`config.mk`:
```
export PLATFORM = sky130hd
export DESIGN_NAME = i2s_retimed_tx
export DESIGN_NICKNAME = d
export VERILOG_FILES = /design/src/rtl/i2s_tx_pkg.sv /design/src/rtl/i2s_tx_clkgen.sv /design/src/rtl/i2s_tx_pair_buf.sv /design/src/rtl/i2s_tx_framer.sv /design/src/rtl/i2s_tx_retime.sv /design/src/rtl/i2s_retimed_tx.sv
export SDC_FILE = /design/constraint.sdc
export NUM_CORES = 1
export LEC_CHECK = 0
export ABC_AREA = 0
export BUFFER_PORTS_ARGS = -buffer_cell sky130_fd_sc_hd__buf_4
export CORE_MARGIN = 2
export CORE_UTILIZATION = 57
export CTS_CLUSTER_SIZE = 40
export DETAILED_ROUTE_END_ITERATION = 12
export GPL_TIMING_DRIVEN = 0
export PLACE_DENSITY = 0.79
export SLEW_MARGIN = 20
export SYNTH_ARGS = -nofsm -noshare
export SYNTH_HDL_FRONTEND = slang
export SYNTH_SLANG_ARGS = --single-unit
export TNS_END_PERCENT = 100
```
`constraint.sdc`:
```
create_clock -name mclk -period 2.3 [get_ports mclk]
set_input_delay 0.23 -clock mclk [delete_from_list [all_inputs] [get_ports mclk]]
set_output_delay 0.23 -clock mclk [all_outputs]
set_load 0.05 [all_outputs]
```
`src/rtl/i2s_tx_pkg.sv`:
```
package i2s_tx_pkg;

    localparam int unsigned DEF_SAMPLE_W = 16;
    localparam int unsigned DEF_BCLK_DIV = 8;

    // word select polarity: low = left word, high = right word
    typedef enum logic {
        CH_LEFT  = 1'b0,
        CH_RIGHT = 1'b1
    } i2s_chan_e;

    // the three serial lines as they leave the block
    typedef struct packed {
        logic bclk;
        logic ws;
        logic sd;
    } i2s_lines_t;

    function automatic int unsigned frame_slots(input int unsigned w);
        return 2 * w;
    endfunction

    // word select for a slot: it switches one slot ahead of each MSB
    function automatic i2s_chan_e chan_of_slot(input int unsigned slot,
                                               input int unsigned w);
        if (slot >= w - 1 && slot < 2 * w - 1)
            return CH_RIGHT;
        return CH_LEFT;
    endfunction

endpackage

```
`src/rtl/i2s_tx_clkgen.sv`:
```
module i2s_tx_clkgen #(
    parameter int unsigned BCLK_DIV = 8
) (
    input  logic mclk,
    input  logic rst,
    output logic bclk_int,
    output logic fall_tick
);
    localparam int unsigned HALF = BCLK_DIV / 2;
    localparam int unsigned CW   = (BCLK_DIV > 2) ? $clog2(BCLK_DIV) : 1;
    localparam logic [CW-1:0] LAST_PH = CW'(BCLK_DIV - 1);
    localparam logic [CW-1:0] RISE_PH = CW'(HALF - 1);

    logic [CW-1:0] phase_q;

    // the bit clock falls on the edge that wraps the phase counter
    assign fall_tick = (phase_q == LAST_PH);

    always_ff @(posedge mclk) begin
        if (rst) begin
            phase_q  <= '0;
            bclk_int <= 1'b0;
        end else begin
            phase_q <= fall_tick ? '0 : phase_q + 1'b1;
            if (phase_q == RISE_PH)
                bclk_int <= 1'b1;
            else if (fall_tick)
                bclk_int <= 1'b0;
        end
    end

endmodule

```
`src/rtl/i2s_tx_pair_buf.sv`:
```
module i2s_tx_pair_buf #(
    parameter int unsigned SAMPLE_W = 16
) (
    input  logic                    mclk,
    input  logic                    rst,
    input  logic                    pair_valid,
    input  logic [SAMPLE_W-1:0]     pair_left,
    input  logic [SAMPLE_W-1:0]     pair_right,
    input  logic                    take,
    output logic                    pair_ready,
    output logic [2*SAMPLE_W-1:0]   frame_word
);
    logic                  full_q;
    logic [2*SAMPLE_W-1:0] hold_q;
    logic                  accept;

    assign pair_ready = !full_q && !rst;
    assign accept     = pair_valid && pair_ready;

    // an accept can only coincide with take when the holder is empty,
    // in which case the frame starting now goes out silent
    always_ff @(posedge mclk) begin
        if (rst) begin
            full_q <= 1'b0;
            hold_q <= '0;
        end else if (accept) begin
            full_q <= 1'b1;
            hold_q <= {pair_left, pair_right};
        end else if (take) begin
            full_q <= 1'b0;
        end
    end

    assign frame_word = full_q ? hold_q : '0;

endmodule

```
`src/rtl/i2s_tx_framer.sv`:
```
module i2s_tx_framer
    import i2s_tx_pkg::*;
#(
    parameter int unsigned SAMPLE_W = 16
) (
    input  logic                    mclk,
    input  logic                    rst,
    input  logic                    fall_tick,
    input  logic [2*SAMPLE_W-1:0]   frame_word,
    output logic                    take,
    output i2s_chan_e               ws_int,
    output logic                    sd_int
);
    localparam int unsigned SLOTS = frame_slots(SAMPLE_W);
    localparam int unsigned SW    = $clog2(SLOTS);
    localparam logic [SW-1:0] LAST_SLOT = SW'(SLOTS - 1);

    logic [SW-1:0]    slot_q;
    logic [SW-1:0]    slot_n;
    logic [SLOTS-1:0] shreg_q;

    always_comb begin
        slot_n = (slot_q == LAST_SLOT) ? '0 : slot_q + 1'b1;
    end

    // leaving the last slot opens a new frame and loads the next pair
    assign take = fall_tick && (slot_q == LAST_SLOT);

    // reset parks the counter in the last slot so the first falling
    // edge after release begins slot 0 of a full frame
    always_ff @(posedge mclk) begin
        if (rst) begin
            slot_q  <= LAST_SLOT;
            ws_int  <= CH_LEFT;
            shreg_q <= '0;
        end else if (fall_tick) begin
            slot_q  <= slot_n;
            ws_int  <= chan_of_slot(32'(slot_n), SAMPLE_W);
            shreg_q <= take ? frame_word : {shreg_q[SLOTS-2:0], 1'b0};
        end
    end

    assign sd_int = shreg_q[SLOTS-1];

endmodule

```
`src/rtl/i2s_tx_retime.sv`:
```
module i2s_tx_retime #(
    parameter int unsigned LINES = 3
) (
    input  logic             mclk,
    input  logic             rst,
    input  logic [LINES-1:0] d,
    output logic [LINES-1:0] q
);
    for (genvar i = 0; i < LINES; i++) begin : g_line
        logic line_q;
        always_ff @(posedge mclk) begin
            if (rst)
                line_q <= 1'b0;
            else
                line_q <= d[i];
        end
        assign q[i] = line_q;
    end

endmodule

```
`src/rtl/i2s_retimed_tx.sv`:
```
module i2s_retimed_tx
    import i2s_tx_pkg::*;
#(
    parameter int unsigned SAMPLE_W = DEF_SAMPLE_W,
    parameter int unsigned BCLK_DIV = DEF_BCLK_DIV
) (
    input  logic                mclk,
    input  logic                rst,
    input  logic                pair_valid,
    output logic                pair_ready,
    input  logic [SAMPLE_W-1:0] pair_left,
    input  logic [SAMPLE_W-1:0] pair_right,
    output logic                i2s_bclk,
    output logic                i2s_ws,
    output logic                i2s_sd
);
    localparam int unsigned NLINES = $bits(i2s_lines_t);

    logic                  bclk_int;
    logic                  fall_tick;
    logic                  take;
    logic [2*SAMPLE_W-1:0] frame_word;
    i2s_chan_e             ws_int;
    logic                  sd_int;
    i2s_lines_t            pre_lines;
    i2s_lines_t            out_lines;

    i2s_tx_clkgen #(.BCLK_DIV(BCLK_DIV)) u_clkgen (
        .mclk      (mclk),
        .rst       (rst),
        .bclk_int  (bclk_int),
        .fall_tick (fall_tick)
    );

    i2s_tx_pair_buf #(.SAMPLE_W(SAMPLE_W)) u_pair_buf (
        .mclk       (mclk),
        .rst        (rst),
        .pair_valid (pair_valid),
        .pair_left  (pair_left),
        .pair_right (pair_right),
        .take       (take),
        .pair_ready (pair_ready),
        .frame_word (frame_word)
    );

    i2s_tx_framer #(.SAMPLE_W(SAMPLE_W)) u_framer (
        .mclk       (mclk),
        .rst        (rst),
        .fall_tick  (fall_tick),
        .frame_word (frame_word),
        .take       (take),
        .ws_int     (ws_int),
        .sd_int     (sd_int)
    );

    always_comb begin
        pre_lines.bclk = bclk_int;
        pre_lines.ws   = logic'(ws_int);
        pre_lines.sd   = sd_int;
    end

    // one shared master-clock stage: every output edge lands on mclk
    i2s_tx_retime #(.LINES(NLINES)) u_retime (
        .mclk (mclk),
        .rst  (rst),
        .d    (pre_lines),
        .q    (out_lines)
    );

    assign i2s_bclk = out_lines.bclk;
    assign i2s_ws   = out_lines.ws;
    assign i2s_sd   = out_lines.sd;

endmodule

```
==> run summary <==
- **clock sink count** 78
- **maximum number of pins on one net before global-route repair** 13
- **placer's final routability congestion estimate** 0.783
- **average wire length per cell after detail routing** 14.2 um
- **asr flop ratio synth** 0%
- **portion of the post-synthesis area used by sequential elements** 49.2%
- **crit-path most repeated cell** sky130_fd_sc_hd__ha_1
- **Synth top area share** 49.2%
- **top fanout value on the critical path** 10
- **ratio of cells with drive above 1 in the final layout** 17.6%
- **Core Footprint** 5440 um2
- **kind of capture point of the worst setup path** register
- **switching share of power** 21.7%
- **net switching component of the power** 0.623 mW
- **violation count after the first detailed-routing iteration** 167
- **final setup fails** 0
- **number of max-cap violations** 0
- **number of synthesized flops with an enable pin** 0
- **I/O pin cnt** 39
- **Max IR drop VDD** 0.508 mV
- **Worst Setup Slack post-DPL** 287 ps
- **P_leak** 1.32 nW
- **cell with the largest stage delay on the worst path** sky130_fd_sc_hd__clkbuf_1
- **design internal power** 2.24 mW
- **Mapped Cells** 375
- **overflow left after global routing** 0
- **RSZ-0062 raised after global routing** no
- **Total Routed Length** 7100 um
- **deepest clock path buffer count** 2
- **via count of the first global-routing pass** 2529
- **clock root buffer** sky130_fd_sc_hd__clkbuf_8
- **Synth-to-Final Area Change** 19.0%
- **global-route wire length before repair** 11900 um
- **Crit Path Class** register to register
- **top area cells in the synthesized netlist** sky130_fd_sc_hd__dfxtp_1 (49%), sky130_fd_sc_hd__a311oi_1 (9.1%), sky130_fd_sc_hd__nand2_1 (7.6%)
- **final net count** 463
- **path category of the worst min-delay check** input pin to register
- **combined area of all synthesized cells** 3180 um2
- **Setup WS post-layout** 206 ps
- **part of the total power dissipated in combinational logic** 7.6%
- **row count** 27
- **first drt pass iteration count** 4
- **tightest hold margin** 82.9 ps
- **Starting Density** 58.4%
- **die outline area** 6190 um2
- **pin slew with the least headroom to its limit** 492 ps
- **hpwl dp** 4750 um
- **cell taking the most area after synthesis** sky130_fd_sc_hd__dfxtp_1
- **ANT cells** 0
- **Setup Total Neg Slack** 0 ps
- **kind of cell adding the most delay to the critical path** buffers and inverters
- **vias per cell** 5.62
- **initial antenna violation count** 0
- **Worst Path Arrival** 2320 ps
- **number of synthesized register bits** 78
- **largest stage delay on the critical path** 380 ps
- **via count** 2802
- **critical path startpoint category** register
- **dominant cell by count in the synthesized netlist** sky130_fd_sc_hd__dfxtp_1
- **max-slew violation count** 0
- **list of most frequent post-synthesis cells** sky130_fd_sc_hd__dfxtp_1 (78), sky130_fd_sc_hd__nand2_1 (64), sky130_fd_sc_hd__nor2_1 (35), sky130_fd_sc_hd__o21ai_0 (35), sky130_fd_sc_hd__a311oi_1 (33)
- **TritonCTS buffer count** 9
- **Post-CTS Setup Inserts** 0
- **critical-path cell list** ha_1 > and3_1 > ha_1 > inv_1 > clkbuf_1 > nand2_1 > a311oi_1
- **residual antenna-violating net count after detailed routing** 0
- **WP buf/inv** 2
- **horizontal die dimension** 78.7 um
- **clock latency on the worst-skew pair** 330 ps
- **Period minus WS final** 2090 ps
- **count of unique library cells instantiated by Yosys** 30
- **worst path required time** 2530 ps
- **die boundary height** 78.7 um
- **syn nets** 415
- **syn avg cell area** 8.47 um2
- **Post-CTS Hold Buffers** 0
- **number of gates given a new drive strength after cts** 0
- **post-route total power** 2.87 mW
- **number of hold violations in the final report** 0
- **peak clock frequency supported by timing** 0.477 GHz
- **number of buffers added on ports** 37
- **Sequential Power Share** 49.8%
- **main flop type after synthesis** sky130_fd_sc_hd__dfxtp_1
- **TritonCTS clock tree** done
- **status** completed
- **clock tree skew after final layout** 7.73 ps
- **total power divided by cell area** 758 nW/um2
- **total routing resource utilization after global routing** 24.1%
- **final critical-path share of the clock period** 91.1%
- **yosys warns** 0
- **DRC violation count after routing** 0
- **share of power burned in the clock network** 42.5%
- **H-tree levels** 3
- **Relative slew margins** 67.2%
- **clock transition at the registers of the reported paths** 80 ps
[cells by family after synthesis]
kind of cell,after synthesis,synth area share (%)
buf+inv,37,5.51
compound gates,76,16.5
simple gates,178,26.6
fa+ha+maj,5,1.97
flops,78,49.2
xor+xnor,1,0.276
[per-layer routing]
metal | wire length [um] | GRT usage [%] | vias up
li1 | - | - | 1395
met1 | 3390 | 33.5 | 1320
met2 | 3320 | 37.4 | 75
met3 | 283 | 4.25 | 12
met4 | 110 | 9.30 | 0
met5 | 0 | 0 | -
[layout make-up]
class	count	area, um2
repair buffers	37	278
well taps	72	90.1
clock inverters	4	95.1
flip-flops and latches	78	1560
fillers	449	1660
inverters	3	11.3
clock buffers	11	141
multi-input cells	260	1440
plain buffers	34	164
[final timing paths]
check                                                     start                                 end  slack (ps)  cells past startpoint
worst max register to register  u_framer.slot_q[0]$_SDFFE_PP1P_   u_framer.shreg_q[22]$_SDFFE_PP0P_         210                      7
worst min-delay path                               pair_left[6]  u_pair_buf.hold_q[22]$_SDFFE_PP0P_          80                      3
worst max-delay path            u_framer.slot_q[0]$_SDFFE_PP1P_   u_framer.shreg_q[22]$_SDFFE_PP0P_         210                      7
worst min register to register   u_clkgen.phase_q[0]$_SDFF_PP0_      u_clkgen.phase_q[0]$_SDFF_PP0_         430                      1
[sequential cells by signal, indices dropped and copies added (netlist names)]
signal,cells
u_retime.g_line.line_q,3
u_framer.ws_int,1
u_clkgen.phase_q,3
u_pair_buf.full_q,1
u_clkgen.bclk_int,1
u_framer.slot_q,5
u_pair_buf.hold_q,32
u_framer.shreg_q,32
[tightest hold or removal path: stages]
cell	delay, ps
sky130_fd_sc_hd__buf_4	70
sky130_fd_sc_hd__nand2_1	30
sky130_fd_sc_hd__o21ai_0	50
[placed cells by master, fill, tap and decap left out]
cell type / synthesis / layout
sky130_fd_sc_hd__o21ai_0: 35 / 35
sky130_fd_sc_hd__buf_2: 18 / 18
sky130_fd_sc_hd__a211o_1: 2 / 2
sky130_fd_sc_hd__nand2_1: 64 / 64
sky130_fd_sc_hd__ha_1: 5 / 5
sky130_fd_sc_hd__nor3_1: 3 / 3
sky130_fd_sc_hd__nor2b_1: 4 / 4
sky130_fd_sc_hd__nand2b_1: 32 / 32
sky130_fd_sc_hd__a221o_1: 1 / 1
sky130_fd_sc_hd__nor2_1: 35 / 35
sky130_fd_sc_hd__dfxtp_1: 78 / 78
sky130_fd_sc_hd__clkinv_2: 0 / 1
sky130_fd_sc_hd__a311o_1: 1 / 1
sky130_fd_sc_hd__nand3_1: 31 / 31
sky130_fd_sc_hd__xnor2_1: 1 / 1
sky130_fd_sc_hd__and3_1: 2 / 2
sky130_fd_sc_hd__nand4bb_1: 1 / 1
sky130_fd_sc_hd__nor3b_1: 1 / 1
sky130_fd_sc_hd__or3_1: 1 / 1
sky130_fd_sc_hd__bufinv_16: 0 / 3
sky130_fd_sc_hd__and2_1: 1 / 1
sky130_fd_sc_hd__o31ai_1: 1 / 1
sky130_fd_sc_hd__clkbuf_8: 0 / 10
sky130_fd_sc_hd__a21oi_1: 3 / 3
sky130_fd_sc_hd__a311oi_1: 33 / 33
sky130_fd_sc_hd__clkbuf_2: 2 / 2
sky130_fd_sc_hd__clkbuf_1: 10 / 11
sky130_fd_sc_hd__nand4_1: 1 / 1
sky130_fd_sc_hd__buf_1: 1 / 1
sky130_fd_sc_hd__inv_1: 3 / 3
sky130_fd_sc_hd__nor3b_4: 1 / 1
sky130_fd_sc_hd__nor4b_1: 1 / 1
sky130_fd_sc_hd__buf_4: 3 / 40
[power groups by stage]
| stage | Clock (mW) | Combinational (mW) | Sequential [mW] |
|---|---|---|---|
| after floorplan | 0 | 0.132 | 1.45 |
| after global placement | 0 | 0.211 | 1.46 |
| after detailed placement | 0 | 0.218 | 1.46 |
| after CTS | 1.23 | 0.219 | 1.43 |
| after global routing | 1.30 | 0.246 | 1.44 |
| final | 1.22 | 0.219 | 1.43 |
[per-stage QoR]
stage	util, %	area [um2]	cells
2_1_floorplan	-	3180	375
3_3_place_gp	65.2	3540	484
3_5_place_dp	65.2	3540	484
4_1_cts	69.5	3780	499
5_1_grt	69.5	3780	499
6_report	69.5	3780	499
(Power assumes the default switching activity.)
